[config.mk]
export PLATFORM = sky130hd
export DESIGN_NAME = coin_vend_top
export DESIGN_NICKNAME = d
export VERILOG_FILES = /design/src/rtl/coin_vend_pkg.sv /design/src/rtl/coin_vend_sum_reg.sv /design/src/rtl/coin_vend_dp.sv /design/src/rtl/coin_vend_ctrl.sv /design/src/rtl/coin_vend_top.sv
export SDC_FILE = /design/constraint.sdc
export NUM_CORES = 1
export LEC_CHECK = 0
export ABC_CLOCK_PERIOD_IN_PS = 4850
export BUFFER_PORTS_ARGS = -buffer_cell sky130_fd_sc_hd__buf_2
export CAP_MARGIN = 15
export CORE_ASPECT_RATIO = 0.7
export CORE_MARGIN = 5
export CORE_UTILIZATION = 40
export DETAILED_ROUTE_END_ITERATION = 7
export PLACE_DENSITY = 0.6
export RECOVER_POWER = 25
export SLEW_MARGIN = 20
export SYNTH_ARGS = -nofsm -noshare
export SYNTH_HDL_FRONTEND = slang
export SYNTH_HIERARCHICAL = 1
export SYNTH_SLANG_ARGS = --single-unit
export TNS_END_PERCENT = 100
[constraint.sdc]
create_clock -name clk -period 4.85 [get_ports clk]
set_input_delay 0 -clock clk [delete_from_list [all_inputs] [get_ports clk]]
set_output_delay 0 -clock clk [all_outputs]
set_load 0.02 [all_outputs]
[src/rtl/coin_vend_pkg.sv]
package coin_vend_pkg;

  typedef enum logic [1:0] {
    ST_INIT = 2'd0,
    ST_WAIT = 2'd1,
    ST_ADD  = 2'd2,
    ST_VEND = 2'd3
  } vend_state_e;

  typedef struct packed {
    logic ld;
    logic clr;
  } sum_ctrl_t;

endpackage

[src/rtl/coin_vend_sum_reg.sv]
module coin_vend_sum_reg #(
  parameter int W = 8
) (
  input  logic         clk,
  input  logic         rst_n,
  input  logic         clr_i,
  input  logic         ld_i,
  input  logic [W-1:0] d_i,
  output logic [W-1:0] q_o
);

  // Clear has priority over load; otherwise the register holds.
  always_ff @(posedge clk or negedge rst_n) begin
    if (!rst_n) begin
      q_o <= '0;
    end else if (clr_i) begin
      q_o <= '0;
    end else if (ld_i) begin
      q_o <= d_i;
    end
  end

endmodule

[src/rtl/coin_vend_dp.sv]
module coin_vend_dp
  import coin_vend_pkg::*;
#(
  parameter int W = 8
) (
  input  logic         clk,
  input  logic         rst_n,
  input  sum_ctrl_t    ctrl_i,
  input  logic [W-1:0] coin_val_i,
  input  logic [W-1:0] price_i,
  output logic [W-1:0] sum_o,
  output logic         below_o
);

  logic [W-1:0] sum_q;
  logic [W-1:0] sum_next;

  // Wrap-around adder: the carry out of the top bit is dropped.
  always_comb begin
    sum_next = sum_q + coin_val_i;
  end

  coin_vend_sum_reg #(.W(W)) u_sum_reg (
    .clk   (clk),
    .rst_n (rst_n),
    .clr_i (ctrl_i.clr),
    .ld_i  (ctrl_i.ld),
    .d_i   (sum_next),
    .q_o   (sum_q)
  );

  // Unsigned comparison on the registered sum only.
  always_comb begin
    below_o = (sum_q < price_i);
  end

  assign sum_o = sum_q;

endmodule

[src/rtl/coin_vend_ctrl.sv]
module coin_vend_ctrl
  import coin_vend_pkg::*;
(
  input  logic      clk,
  input  logic      rst_n,
  input  logic      coin_i,
  input  logic      below_i,
  output sum_ctrl_t ctrl_o,
  output logic      vend_o
);

  vend_state_e state_q;
  vend_state_e state_d;

  // Next-state logic.
  always_comb begin
    state_d = state_q;
    unique case (state_q)
      ST_INIT: state_d = ST_WAIT;
      ST_WAIT: begin
        if (coin_i) begin
          state_d = ST_ADD;
        end else if (!below_i) begin
          state_d = ST_VEND;
        end else begin
          state_d = ST_WAIT;
        end
      end
      ST_ADD:  state_d = ST_WAIT;
      ST_VEND: state_d = ST_INIT;
      default: state_d = ST_INIT;
    endcase
  end

  // State register.
  always_ff @(posedge clk or negedge rst_n) begin
    if (!rst_n) begin
      state_q <= ST_INIT;
    end else begin
      state_q <= state_d;
    end
  end

  // Moore outputs: every control defaults to 0.
  always_comb begin
    ctrl_o.ld  = 1'b0;
    ctrl_o.clr = 1'b0;
    vend_o     = 1'b0;
    unique case (state_q)
      ST_INIT: ctrl_o.clr = 1'b1;
      ST_ADD:  ctrl_o.ld  = 1'b1;
      ST_VEND: vend_o     = 1'b1;
      default: ;
    endcase
  end

endmodule

[src/rtl/coin_vend_top.sv]
module coin_vend_top
  import coin_vend_pkg::*;
#(
  parameter int W = 8
) (
  input  logic         clk,
  input  logic         rst_n,
  input  logic         coin_i,
  input  logic [W-1:0] coin_val_i,
  input  logic [W-1:0] price_i,
  output logic         vend_o
);

  sum_ctrl_t    sum_ctrl;
  logic         tot_ld;
  logic         tot_clr;
  logic         tot_below;
  logic [W-1:0] total;

  coin_vend_ctrl u_ctrl (
    .clk     (clk),
    .rst_n   (rst_n),
    .coin_i  (coin_i),
    .below_i (tot_below),
    .ctrl_o  (sum_ctrl),
    .vend_o  (vend_o)
  );

  coin_vend_dp #(.W(W)) u_dp (
    .clk        (clk),
    .rst_n      (rst_n),
    .ctrl_i     (sum_ctrl),
    .coin_val_i (coin_val_i),
    .price_i    (price_i),
    .sum_o      (total),
    .below_o    (tot_below)
  );

  assign tot_ld  = sum_ctrl.ld;
  assign tot_clr = sum_ctrl.clr;

endmodule

==> out/qor.txt <==
status = finished clean
Primary FF master, synth = dfrtp_1
Clock Latency Late Sink = 0.27 ns
clock network power share = 15.2%
gr ovfl total = 0
chip width = 66.72 um
starting density of the core = 41.81%
WL final = 1.836 mm
crit-path cells = ha_1 > inv_1 > fa_1 > nor2b_4 > o31a_1 > or4_1 > nand3_1 > mux2i_1 > nor2_1
cts bufs inserted = 3
Worst EP arrival = 2.17 ns
Die ar. = 3316 um2
synthesized area = 900.9 um2
clk sinks = 10
VDD IR max = 0.1950 mV
max-slew violations = 0
# setup viols final = 0
Final min period = 1.969 ns
total power = 509.7 uW
first-pass GRT wire length = 2.987 mm
Slew Limit Headroom = 60.46%
antenna violations before repair = 0
Comb power frac = 56.2%
sw power = 210.9 uW
fin nets = 155
Synth Net Count = 131
clock slew at reported path FFs = 0.07 ns
critical path class = flop to flop
DRT iter0 DRCs = 10
CTS max path bufs = 2
Clock Tree Root = clkbuf_4
Final Util = 49.94%
Pre-antenna DRT Iters = 4
placed wire-length estimate = 1.466 mm
cell count after synthesis = 97
worst clock skew = 0.003045 ns
worst hold margin = 0.1184 ns
Hold Fails Final Rpt = 0
crit path capture type = flop
Max Clk Rate = 0.5080 GHz
DRC = 0
Synth Warn # = 6
GP Congestion = 0.7807
antenna cells = 0
Cell Pwr Density = 473.7 nW/um2
register bit count reported by yosys = 10
asr flop ratio synth = 100.0%
vias = 739
Area Growth Syn to Fin = 19.44%
Buffers on Ports = 19
RSZ-0062 raised after global routing = false
Placeable Area = 2155 um2
setup total negative slack = 0 ns
H-Tree Depth = 1
Slowest-stage cell, CP = or4_1
worst-margin pin slew = 0.5910 ns
WL per Instance = 12.08 um
row count = 14
die height = 49.71 um
Mean Syn Cell Area = 9.287 um2
DR vias/cell = 4.862
Cell Int Power = 298.8 uW
CTS tree = done
sequential share of power = 28.6%
Critical Path Source Type = flop
largest fanout on the critical path = 3
Final period util = 40.59%
post-synth top area cell = dfrtp_1
most frequent cells after synthesis = 14 x ha_1, 12 x inv_1, 12 x nor2_1
Max-cap violations = 0
Post-synth EDFFs = 0
most common cell in the netlist = ha_1
switching share of power = 41.38%
largest net degree at the start of global routing = 11
cts repair resizes = 0
layout cells sized above 1 = 21.67%
FF-to-FF setup slack = 2.88 ns
Yosys top cell area share = 27.78%
Unique masters post-synth = 31
Post-DRT Antenna Nets = 0
type of the worst min-delay path = primary input to flop
Lkg Pwr = 0.0005645 uW
I/O pins = 20
WP data required = 5.05 ns
GRT Total Usage = 11.79%
CP max stage delay = 0.40 ns
top cells by area, synth = dfrtp_1 28%, ha_1 19%, mux2i_1 8.9%
fraction of the yosys area taken by sequential cells = 27.78%
vias in the first global route = 696
==> sequential cells by signal, summed over array words and instances, names as in the netlist <==
register / cells
u_dp/u_sum_reg/q_o: 8
u_ctrl/state_q: 2
==> metrics by stage <==
| step | std cells | area (um2) | setup WS [ns] |
|---|---|---|---|
| 3_5_place_dp | 146 | 1021 | 2.893 |
| 6_report | 152 | 1076 | 2.881 |
| 5_1_grt | 152 | 1076 | 2.715 |
| 3_3_place_gp | 146 | 1021 | 2.923 |
| 2_1_floorplan | 97 | 900.9 | 3.017 |
| 4_1_cts | 152 | 1077 | 2.879 |
==> power by group through the flow <==
stage               combinational [uW]  clock [uW]  sequential (uW)
finish                             286        77.6              146
detailed placement                 285           0              148
CTS                                289        81.1              147
floorplan                          235           0              139
global placement                   279           0              147
global route                       324        84.3              153
==> kinds of logic after synthesis <==
logic type                 share of synthesized area, %
xor gates and xnor gates                          3.890
DFF                                               27.78
buffers and inverters                             6.666
adders and majority gates                         21.67
AOI/OAI and AO/OA                                 17.08
and+or+nand+nor                                   14.03
muxes                                             8.889
==> what timing repair did <==
item                      in CTS  in global routing
hold buffers                   2                  0
setup buffers                  0                  0
hold endpoints to repair      11                  0
==> path summary, 6_finish.rpt <==
kind	end	cells after the start	from
min in group asynchronous	u_dp/u_sum_reg/q_o[4]$_DFFE_PN0P_	2	rst_n
max reg2reg	u_dp/u_sum_reg/q_o[6]$_DFFE_PN0P_	9	u_dp/u_sum_reg/q_o[0]$_DFFE_PN0P_
max	u_dp/u_sum_reg/q_o[6]$_DFFE_PN0P_	9	u_dp/u_sum_reg/q_o[0]$_DFFE_PN0P_
min reg2reg	u_ctrl/state_q[1]$_DFF_PN0_	1	u_ctrl/state_q[1]$_DFF_PN0_
min	u_dp/u_sum_reg/q_o[0]$_DFFE_PN0P_	4	coin_val_i[0]
max in group asynchronous	u_ctrl/state_q[0]$_DFF_PN0_	2	rst_n
==> placed cells by master (no fill, tap or decap), types with 2 or more instances in the layout <==
| cell | instances |
|---|---|
| dlygate4sd3_1 | 2 |
| o21ai_0 | 4 |
| dfrtp_1 | 10 |
| o31a_1 | 2 |
| inv_1 | 12 |
| ha_1 | 14 |
| clkbuf_4 | 3 |
| xnor2_1 | 3 |
| mux2i_1 | 8 |
| a21o_1 | 3 |
| buf_2 | 18 |
| nor3_1 | 2 |
| a21oi_1 | 6 |
| nor2_1 | 12 |
| a211oi_1 | 2 |
==> critical path, delay by kind of cell, from the launching register on <==
family	cells	cell delay, ns
and+or+nand+nor	4	0.64
muxes	1	0.08
adders and majority gates	2	0.47
DFF	1	0.39
buffers and inverters	1	0.07
AOI/OAI and AO/OA	1	0.26
==> per-layer routing <==
metal / vias to the layer above / GRT usage (%) / part of all wire, % / wire (um)
met2: 16 / 17.93 / 44 / 808
met1: 334 / 16.50 / 49 / 906
met4: 0 / 1.014 / 0 / 0
met3: 0 / 4.318 / 6.6 / 121
li1: 389 / - / - / -
met5: - / 0 / 0 / 0
==> final cells by class <==
type	instances	area [um2]
multi-input cells	73	590.6
clock buffers	4	36.28
inverters	12	45.04
fillers	222	1079
well taps	32	40.04
flip-flops and latches	10	250.2
repair buffers	21	113.9
Power figures use the tool's default switching activity.
